--- src/rtl/pwb_pkg.sv ---
package pwb_pkg;
  typedef enum logic [1:0] {
    ST_IDLE  = 2'd0,
    ST_FILL  = 2'd1,
    ST_DRAIN = 2'd2,
    ST_HOLD  = 2'd3
  } pwb_state_e;
endpackage

--- src/rtl/pwb_slots.sv ---
// Page-sized byte store with a per-slot valid mask.
module pwb_slots #(
  parameter int SLOTS  = 16,
  parameter int DATA_W = 8,
  localparam int IW    = $clog2(SLOTS)
) (
  input  logic              clk,
  input  logic              rst_n,
  input  logic              clr,
  input  logic              put_en,
  input  logic [IW-1:0]     put_idx,
  input  logic [DATA_W-1:0] put_data,
  input  logic              retire_en,
  input  logic [IW-1:0]     retire_idx,
  input  logic [IW-1:0]     rd_idx,
  output logic [DATA_W-1:0] rd_data,
  output logic [SLOTS-1:0]  mask
);
  logic [DATA_W-1:0] mem_q [SLOTS];

  for (genvar g = 0; g < SLOTS; g++) begin : g_slot
    always_ff @(posedge clk or negedge rst_n) begin
      if (!rst_n) begin
        mem_q[g] <= '0;
        mask[g]  <= 1'b0;
      end else if (clr) begin
        mask[g] <= 1'b0;
      end else if (put_en && put_idx == IW'(g)) begin
        mem_q[g] <= put_data;
        mask[g]  <= 1'b1;
      end else if (retire_en && retire_idx == IW'(g)) begin
        mask[g] <= 1'b0;
      end
    end
  end

  assign rd_data = mem_q[rd_idx];
endmodule

--- src/rtl/pwb_pick.sv ---
// Lowest-index set bit finder.
module pwb_pick #(
  parameter int SLOTS = 16,
  localparam int IW   = $clog2(SLOTS)
) (
  input  logic [SLOTS-1:0] mask,
  output logic [IW-1:0]    idx,
  output logic             any
);
  always_comb begin
    idx = '0;
    for (int i = SLOTS - 1; i >= 0; i--) begin
      if (mask[i]) idx = IW'(i);
    end
  end
  assign any = |mask;
endmodule

--- src/rtl/pwb_timer.sv ---
// Counts a fixed write cycle while enabled; done on the last cycle.
module pwb_timer #(
  parameter int CYCLES = 16,
  localparam int CW    = $clog2(CYCLES + 1)
) (
  input  logic clk,
  input  logic rst_n,
  input  logic en,
  output logic done
);
  logic [CW-1:0] cnt_q;

  always_ff @(posedge clk or negedge rst_n) begin
    if (!rst_n)      cnt_q <= '0;
    else if (!en)    cnt_q <= '0;
    else if (!done)  cnt_q <= cnt_q + 1'b1;
  end

  assign done = en && (cnt_q == CW'(CYCLES - 1));
endmodule

--- src/rtl/page_write_buffer.sv ---
module page_write_buffer
  import pwb_pkg::*;
#(
  parameter int ADDR_W      = 8,
  parameter int DATA_W      = 8,
  parameter int PAGE_BYTES  = 16,
  parameter int BUSY_CYCLES = 16,
  localparam int OFS_W      = $clog2(PAGE_BYTES),
  localparam int PAGE_W     = ADDR_W - OFS_W
) (
  input  logic              clk,
  input  logic              rst_n,
  input  logic              start_valid,
  input  logic [ADDR_W-1:0] start_addr,
  input  logic              in_valid,
  output logic              in_ready,
  input  logic [DATA_W-1:0] in_data,
  input  logic              stop_i,
  input  logic              abort_i,
  input  logic              wr_inhibit,
  output logic              wr_valid,
  input  logic              wr_ready,
  output logic [ADDR_W-1:0] wr_addr,
  output logic [DATA_W-1:0] wr_data,
  output logic              busy
);
  pwb_state_e state_q, state_d;
  logic [PAGE_W-1:0]     page_q;
  logic [OFS_W-1:0]      ofs_q;
  logic [PAGE_BYTES-1:0] mask, rest;
  logic [OFS_W-1:0]      pick_idx;
  logic                  pick_any, timer_done;
  logic                  in_fill, start_take, accept, retire, clr;

  assign in_fill    = (state_q == ST_FILL);
  assign start_take = start_valid &&
                      ((state_q == ST_IDLE) || (in_fill && !abort_i && !stop_i));
  assign in_ready   = in_fill && !abort_i && !stop_i && !start_valid;
  assign accept     = in_valid && in_ready;
  assign wr_valid   = (state_q == ST_DRAIN) && pick_any;
  assign retire     = wr_valid && wr_ready;
  assign clr        = start_take || (in_fill && abort_i) ||
                      (in_fill && stop_i && wr_inhibit);
  assign rest       = mask & ~(PAGE_BYTES'(1) << pick_idx);
  assign busy       = (state_q == ST_DRAIN) || (state_q == ST_HOLD);
  assign wr_addr    = {page_q, pick_idx};

  pwb_slots #(.SLOTS(PAGE_BYTES), .DATA_W(DATA_W)) u_slots (
    .clk       (clk),
    .rst_n     (rst_n),
    .clr       (clr),
    .put_en    (accept),
    .put_idx   (ofs_q),
    .put_data  (in_data),
    .retire_en (retire),
    .retire_idx(pick_idx),
    .rd_idx    (pick_idx),
    .rd_data   (wr_data),
    .mask      (mask)
  );

  pwb_pick #(.SLOTS(PAGE_BYTES)) u_pick (
    .mask(mask),
    .idx (pick_idx),
    .any (pick_any)
  );

  pwb_timer #(.CYCLES(BUSY_CYCLES)) u_timer (
    .clk  (clk),
    .rst_n(rst_n),
    .en   (state_q == ST_HOLD),
    .done (timer_done)
  );

  always_comb begin
    state_d = state_q;
    unique case (state_q)
      ST_IDLE:  if (start_take) state_d = ST_FILL;
      ST_FILL: begin
        if (abort_i)           state_d = ST_IDLE;
        else if (stop_i) begin
          if (!pick_any)       state_d = ST_IDLE;
          else if (wr_inhibit) state_d = ST_HOLD;
          else                 state_d = ST_DRAIN;
        end
      end
      ST_DRAIN: if (retire && rest == '0) state_d = ST_HOLD;
      ST_HOLD:  if (timer_done)           state_d = ST_IDLE;
      default:  state_d = ST_IDLE;
    endcase
  end

  always_ff @(posedge clk or negedge rst_n) begin
    if (!rst_n) begin
      state_q <= ST_IDLE;
      page_q  <= '0;
      ofs_q   <= '0;
    end else begin
      state_q <= state_d;
      if (start_take) begin
        page_q <= start_addr[ADDR_W-1:OFS_W];
        ofs_q  <= start_addr[OFS_W-1:0];
      end else if (accept) begin
        ofs_q  <= ofs_q + 1'b1;
      end
    end
  end
endmodule

--- config.mk ---
export PLATFORM = sky130hd
export DESIGN_NAME = page_write_buffer
export DESIGN_NICKNAME = d
export VERILOG_FILES = /design/src/rtl/pwb_pkg.sv /design/src/rtl/pwb_slots.sv /design/src/rtl/pwb_pick.sv /design/src/rtl/pwb_timer.sv /design/src/rtl/page_write_buffer.sv
export SDC_FILE = /design/constraint.sdc
export NUM_CORES = 1
export LEC_CHECK = 0
export BUFFER_PORTS_ARGS = -buffer_cell sky130_fd_sc_hd__buf_4
export CORE_ASPECT_RATIO = 1.2
export CORE_MARGIN = 10
export CORE_UTILIZATION = 55
export CTS_BUF_LIST = sky130_fd_sc_hd__clkbuf_8
export DETAILED_ROUTE_END_ITERATION = 10
export PLACE_DENSITY_LB_ADDON = 0.15
export SYNTH_ARGS = -nofsm -noshare
export SYNTH_HDL_FRONTEND = slang
export SYNTH_SLANG_ARGS = --single-unit
--- constraint.sdc ---
create_clock -name clk -period 7.7 [get_ports clk]
set_input_delay 0.77 -clock clk [delete_from_list [all_inputs] [get_ports clk]]
set_output_delay 0.77 -clock clk [all_outputs]
set_load 0.05 [all_outputs]
## Word level (Yosys, flattened, before mapping)

Cells that the tools add are included.
W data, S select, Z words.

| word-level totals | value |
|---|---|
| register bits after elaboration | 159 |
| bits of input ports | 24 |
| output and inout port bits | 19 |
| logic and storage cells | 252 |

| operators by class | value |
|---|---|
| add/subtract/negate cells | 2 |
| $lt $le $gt $ge | 1 |
| equality and inequality tests | 39 |
| shift-type cells | 1 |
| muxes and demuxes | 79 |
| bitwise gates (word level) | 4 |
| reductions and logical operators | 90 |

Operators by type and width:

| kind | count |
|---|---|
| $mux W4 | 18 |
| $eq A4 B4 Y1 const B | 16 |
| $mux W1 | 49 |
| $reduce_bool A3 Y1 | 16 |
| $logic_and A1 B1 Y1 | 44 |
| $bmux W8 S4 | 1 |
| $eq A4 B3 Y1 const B | 8 |
| $reduce_and A2 Y1 | 16 |
| $and A16 B16 Y16 | 1 |
| $eq A4 B2 Y1 const B | 4 |
| $logic_not A16 Y1 | 1 |
| $mux W8 | 2 |
| $not A16 Y16 | 1 |
| $reduce_or A16 Y1 | 1 |
| $shl A1 B4 Y16 const A | 1 |
| $mux W2 | 6 |
| $mux W5 | 2 |
| $eq A4 B1 Y1 const B | 2 |
| $logic_not A4 Y1 | 2 |
| $pmux W2 S4 | 1 |
| $ne A2 B2 Y1 const B | 3 |
| $add A5 B1 Y5 const B | 1 |
| $eq A5 B4 Y1 const B | 1 |
| $ge A5 B5 Y1 const B | 1 |
| 12 further kinds | 18 |

## Depth between registers and ports, before layout

Gate-level depths: netlist of run 1.

| logic depth | value |
|---|---|
| word-level depth | 23 |
| gate-level depth with buffers | 10 |
| mapped depth without buffers | 9 |

## Cells and area by module

Synthesis of run 1 repeated with hierarchy kept, for this count alone.

| unflattened totals | value |
|---|---|
| cell total of the unflattened synthesis | 588 |
| area, all modules | 7,821.3 um^2 |

By module, submodules not included:

| module | instances | cells an instance | area each (um^2) | sequential area each (um^2) |
|---|---|---|---|---|
| pwb_slots | 1 | 438 | 6,585.1 | 3,603.5 |
| page_write_buffer | 1 | 92 | 775.7 | 250.2 |
| pwb_timer | 1 | 24 | 284.0 | 125.1 |
| pwb_pick | 1 | 34 | 176.4 | 0.0 |

## Least setup slack after synthesis of run 1

OpenSTA, ideal clock, no wires.

| path | value |
|---|---|
| kind | input to register |
| from | input port abort_i |
| to | register u_slots.mem_q[64] in the netlist's numbering |
| setup time | 0.125 ns |
| arrival | 3.973 ns |
| path slack | 3.602 ns |
| stages on the path | 7 |
| path buffers | 1 |
| cell sequence | or2_2 -> nor4_1 -> and2_1 -> buf_2 -> nand2_1 -> nor2_1 -> mux2_2 |

RTL lines:

| element | line | text |
|---|---|---|
| start: declaration | page_write_buffer.sv:19 | `input logic abort_i,` |
| $logic_not A1 Y1 | page_write_buffer.sv:38 | `assign in_ready = in_fill && !abort_i && !stop_i && !start_valid;` |
| $logic_and A1 B1 Y1 (3 in a row) | page_write_buffer.sv:38 |  |
| net in_ready | page_write_buffer.sv:16 | `output logic in_ready,` |
| $logic_and A1 B1 Y1 | page_write_buffer.sv:39 | `assign accept = in_valid && in_ready;` |
| $logic_and A1 B1 Y1 | pwb_slots.sv:28 | `end else if (put_en && put_idx == IW'(g)) begin` |
| $reduce_and A2 Y1 (no line) | - |  |
| end signal: indexed assignment | pwb_slots.sv:29 | `mem_q[g] <= put_data;` |
| end: declaration | pwb_slots.sv:19 | `logic [DATA_W-1:0] mem_q [SLOTS];` |

The timed path passes the listed nets, and every way through them passes these cells.
A chain may end at the register's enable or synchronous reset.

## Worst setup path in the final report of run 1

| path | value |
|---|---|
| from | register u_slots.mask[14] |
| to | output port wr_data[7] |

| between the ends | value |
|---|---|
| longest elaborated chain between the ends | 19 |

RTL lines:

| element | line | text |
|---|---|---|
| start: declaration | pwb_slots.sv:17 | `output logic [SLOTS-1:0] mask` |
| start signal: indexed assignment | pwb_slots.sv:25 | `mask[g] <= 1'b0;` |
| start signal: indexed assignment | pwb_slots.sv:27 | `mask[g] <= 1'b0;` |
| start signal: indexed assignment | pwb_slots.sv:30 | `mask[g] <= 1'b1;` |
| $mux W4 (15 in a row) | pwb_pick.sv:13 | `if (mask[i]) idx = IW'(i);` |
| $not A4 Y5 (not written as such) | pwb_slots.sv:37 | `assign rd_data = mem_q[rd_idx];` |
| $bmux W8 S4 | pwb_slots.sv:37 |  |
| $mux W8 (not written as such) (2 in a row) | pwb_slots.sv:37 |  |
| end: declaration | page_write_buffer.sv:24 | `output logic [DATA_W-1:0] wr_data,` |

No other way between the ends. The select of a mux whose other input is x is not followed.

==> flow_summary.ini, run 1 <==
[layout]
finalInstanceArea_sq_um = 8690
final_util_pct = 62.9
antenna_cells = 0
area_delta_synth_final_pct = 11.8
num-nets-final = 725
final_layout_size_suffix_gt1_share_pct = 35.2

[power_and_ir_drop]
switching_share_pct = 32.4
powerDensity_nw_per_um2 = 281
clkPwrFrac_pct = 29.1
p_leak_uw = 0.00398
p_comb_share_pct = 25.6
seq_power_share_pct = 45.3
p_int_uw = 1650
p_sw_uw = 791
peakVddDrop_v = 0.000188

[synthesis]
synthTopCellsByCount = dfrtp_1, mux2_2, nand2_1
syn-num-nets = 694
synth-edff-count = 0
synth.area.top_cells = dfrtp_1, mux2_2, mux2i_1
netlist.top_cell.by_area = dfrtp_1
yosys.area.top_type_share_pct = 51.2
yosysUniqueCellTypes = 54
avgSynthCellArea_sq_um = 11.7
synth_warnings = 0
syn_inst = 664
netlist_area_sq_um = 7770
synth_seq_cells = 159
synth_sequential_area_ratio_pct = 51.2
synthFlopType = dfrtp_1
synth_most_common_cell = dfrtp_1
postSynth.asyncResetShare_pct = 100

[floorplan]
die_h_um = 150
dieArea_sq_um = 19300
core_region_area_sq_um = 13800
num_io_pins = 43
fp-row-count = 47
start_util_pct = 56.2
die_w_um = 129

[hold_path]
hold_path_class = in2async

[setup_path]
crit_path_start_kind = flip-flop
rrSetupSlack_ps = 4380
crit_fanout = 25
reg2reg_from = u_slots.mask[5]
reg2reg_depth = 8
worstSetupPathType = reg2out
end_kind = output port
cp.required_ps = 6930
cp_data_arrival_time_ps = 3980
r2r_end = u_slots.mask[7]

[routing]
met2_wirelength_um = 9930
wl_met3_um = 1100
firstDrtPassIters = 5
wl_met1_um = 8050
post_drt_via_cell_ratio = 6.40
route.detailed.drc = 0
wl_per_cell_um = 22.2
top_layer = met4
initialDrtViolationCount = 577
via_count = 5617
wl_um = 19500
ant_nets = 0

[sta]
max_freq_ghz = 0.211
final.period_utilization_pct = 61.6
hold_viol_final = 0
fin_tns_setup_ps = 0
setup_violations = 0
slew_headroom_pct = 13.4
clock-skew-final_ps = 11.0
worst_slew_pin_slew_ps = 1290
slew_violations = 0
period_needed_ps = 4750
holdWs_ps = 374
rsz0062_at_grt = no

[global_routing]
gr-usage-all-layers_pct = 20.7
grt.overflow.total = 0
grt_first_pass_wirelength_um = 31000
grt_max_degree = 100
grt_antenna_before_repair = 0
first_global_vias = 5657

[job]
max-cap-violations = 0

[cts]
holdBufCountCts = 0
clk_pin_slew_ps = 80
cts.sinks = 159
numCtsBuffers = 17
cts.htree.levels = 4
ctsResizeCount = 0
worstSkewPairLatency_ps = 470
cts_buffer_depth = 2
cts_tree = built
root_buffer = clkbuf_8
postCtsSetupBuffers = 0

[placed_design]
detailedPlacementHpwl_um = 12700
io_buffers = 42
gp_congestion = 0.962
place_area_sq_um = 8230

[run_status]
status = finished clean
## layout make-up
type / count / area [sq um]
Clock buffer: 20 / 275
Sequential cell: 159 / 3980
Fill cell: 1100 / 5130
Inverter: 10 / 37.5
Tap cell: 171 / 214
Multi-Input combinational cell: 451 / 3570
Clock inverter: 11 / 188
Timing Repair Buffer: 56 / 424
## logic make-up after synthesis
logic type               synth area share (%)
flip-flops                               51.2
XOR/XNOR                                0.676
buffers and inverters                    2.95
multiplexers                             23.5
AND/OR/NAND/NOR                          9.66
AO/OA/AOI/OAI                            11.0
adder cells (fa/ha/maj)                 0.966
## worst max-delay path: stages, from the launching register on
cell	delay, ps
dfrtp_1	440
nand2b_1	160
a221o_1	330
a211oi_2	440
o21ba_2	500
buf_4	490
mux2i_1	260
a221oi_1	100
or4_1	550
buf_4	210
## routing by layer
layer	up-vias	GRT usage (%)
met5	-	0
met4	0	7.47
met3	32	4.71
met2	211	34.9
met1	2878	25.3
li1	2496	-
## through the flow
step	total power [uW]	worst slack, ps	instances
after floorplan	1560	3600	664
after global placement	1720	3530	847
after detailed placement	1750	3460	847
after CTS	2460	2950	878
after global routing	2560	2750	878
final	2440	2950	878
## power by group through the flow
stage	Combinational (uW)	Clock [uW]	Sequential (uW)
after floorplan	457	0	1110
final	626	712	1110
after detailed placement	627	0	1120
after global routing	678	752	1130
after CTS	630	722	1100
after global placement	612	0	1110
## sequential cells by signal, summed over array words and instances, names as in the netlist, named ones only
register	flops
ofs_q	4
page_q	4
state_q	1
u_timer.cnt_q	5
u_slots.mask	16
u_slots.mem_q	128
## worst max-delay path by stage
| stage | start | end | slack (ps) | cells after the start |
|---|---|---|---|---|
| finish | u_slots.mask[14] | wr_data[7] | 2950 | 9 |
| global route | u_slots.mask[14] | wr_data[7] | 2750 | 9 |
| CTS | u_slots.mask[14] | wr_data[7] | 2950 | 9 |
| detailed placement | u_slots.mask[14] | wr_data[7] | 3460 | 9 |
| global placement | u_slots.mask[14] | wr_data[3] | 3530 | 9 |
| floorplan | abort_i | u_slots.mem_q[64] | 3600 | 7 |
## cell usage in the layout (no fill, tap or decap), drive strengths merged, types with 9 or more instances in the layout
| cell | Yosys | routed |
|---|---|---|
| mux2i | 34 | 34 |
| dfrtp | 159 | 159 |
| a31o | 16 | 16 |
| nor2 | 40 | 40 |
| buf | 14 | 56 |
| a221oi | 33 | 33 |
| nand2 | 61 | 61 |
| clkbuf | 30 | 20 |
| a21oi | 46 | 46 |
| or4 | 13 | 13 |
| mux2 | 132 | 132 |
| inv | 10 | 11 |
| nor3 | 9 | 9 |
No activity file was read; power rests on OpenSTA's default activity.
==> run 2, diff against run 1 <==
Clock period 7.7 ns to 4.6 ns, I/O delays scaled along.
==> run 2 against run 1 <==
The run now ends with hold timing left. Clock power is 64% higher. Combinational power is 71% higher. Via count hardly changed.
==> flow_summary.ini, run 2 (synthesized netlist as in run 1, its figures left out) <==
[sta]
hold_viol_final = 6
clock-skew-final_ps = 13.7
worst_slew_pin_slew_ps = 1070
fin_tns_setup_ps = 0
max_freq_ghz = 0.227
slew_violations = 0
slew_headroom_pct = 28.1
period_needed_ps = 4400
rsz0062_at_grt = no
final.period_utilization_pct = 95.7
setup_violations = 0
holdWs_ps = -11.1

[layout]
final_layout_size_suffix_gt1_share_pct = 36.2
area_delta_synth_final_pct = 12.6
final_util_pct = 63.3
antenna_cells = 0
largest_register_ffs = 128
regMostFlops = u_slots.mem_q
fillerInstances = 1080
finalInstanceArea_sq_um = 8750
num-nets-final = 733
largestRegisters = u_slots.mem_q x128, u_slots.mask x16, u_timer.cnt_q x5
final_cell_mix = dfrtp_1, mux2_2, buf_4
mostFrequentLayoutCell = dfrtp_1

[setup_path]
reg2reg_depth = 8
rrSetupSlack_ps = 1490
cp_data_arrival_time_ps = 3940
reg2reg_from = u_slots.mask[14]
cpMaxStageDelayCell = o21ba_2
worstSetupPathType = reg2out
cp.required_ps = 4140
r2r_end = u_slots.mask[15]
crit_path_start_kind = flip-flop
cpPeakStageDelay_ps = 650
crit_chain = nand2b_1 -> a221o_1 -> a211oi_2 -> o21ba_2 -> buf_4 -> mux2i_1 -> a221oi_1 -> or4_1 -> buf_4
end_kind = output port
crit_fanout = 15
crit_path_frequent_cell = buf_4

[placed_design]
detailedPlacementHpwl_um = 12800
io_buffers = 42
gp_congestion = 0.944
place_area_sq_um = 8300

[routing]
met2_wirelength_um = 9920
wl_per_cell_um = 22.5
initialDrtViolationCount = 403
ant_nets = 0
wl_um = 19900
wl_met1_um = 8190
post_drt_via_cell_ratio = 6.34
firstDrtPassIters = 5
wl_met3_um = 1060
route.detailed.drc = 0
via_count = 5620
top_layer = met4

[global_routing]
grt_antenna_before_repair = 0
first_global_vias = 5754
grt_max_degree = 72
grt_first_pass_wirelength_um = 31800
grt.overflow.total = 0
gr-usage-all-layers_pct = 21.4

[run_status]
status = finished with violations
violations = hold timing

[cts]
root_buffer = clkbuf_8
cts.sinks = 159
holdBufCountCts = 0
numCtsBuffers = 17
worstSkewPairLatency_ps = 470
clk_pin_slew_ps = 90
ctsResizeCount = 0
cts_buffer_depth = 2
cts.htree.levels = 4
cts_tree = built
postCtsSetupBuffers = 0

[floorplan]
die_h_um = 150
core_region_area_sq_um = 13800
die_w_um = 129
dieArea_sq_um = 19300
num_io_pins = 43
start_util_pct = 56.2
fp-row-count = 47

[hold_path]
hold_path_class = in2async

[power_and_ir_drop]
peakVddDrop_v = 0.000353
powerDensity_nw_per_um2 = 467
p_leak_uw = 0.00401
total_power_uw = 4090

[job]
max-cap-violations = 0
## run 2: stage by stage
| stage | std cells | setup slack (ps) |
|---|---|---|
| floorplan | 664 | 812 |
| global placement | 855 | 774 |
| detailed placement | 855 | 715 |
| CTS | 887 | 192 |
| global route | 887 | 39.8 |
| finish | 887 | 196 |
## run 2: power breakdown
| part | internal [uW] | switching (uW) | total, uW | leakage (uW) |
|---|---|---|---|---|
| clock | 616 | 555 | 1170 | 0.000220 |
| sequential | 1660 | 186 | 1850 | 0.00218 |
| combinational | 433 | 639 | 1070 | 0.00161 |
## run 2: how the worst max path moves through the flow
| stage | end | cells past startpoint | slack (ps) | start |
|---|---|---|---|---|
| after detailed placement | wr_data[1] | 9 | 720 | u_slots.mask[14] |
| after global routing | wr_data[6] | 9 | 40 | u_slots.mask[14] |
| after floorplan | u_slots.mem_q[64] | 7 | 810 | abort_i |
| final | wr_data[1] | 9 | 200 | u_slots.mask[14] |
| after CTS | wr_data[1] | 9 | 190 | u_slots.mask[14] |
| after global placement | wr_data[6] | 9 | 770 | u_slots.mask[14] |
## run 2: routing by layer
metal  up-vias  GRT usage, %
met5         -             0
met4         0          10.8
met3        65          5.52
met2       182          34.4
met1      2861          26.0
li1       2512             -
## run 2: area by class of cell
type | count | area, sq um | area share, %
Sequential cell | 159 | 3980 | 45.5
Multi-Input combinational cell | 451 | 3570 | 40.8
Timing Repair Buffer | 64 | 497 | 5.68
Clock buffer | 18 | 248 | 2.83
Tap cell | 171 | 214 | 2.44
Clock inverter | 14 | 205 | 2.34
Inverter | 10 | 37.5 | 0.429
## run 2: critical path: cells and delay by family, from the launching register on
| kind | cells | cell delay, ps |
|---|---|---|
| flip-flops | 1 | 440 |
| AND/OR/NAND/NOR | 2 | 730 |
| multiplexers | 1 | 220 |
| buffers and inverters | 2 | 540 |
| AO/OA/AOI/OAI | 4 | 1540 |
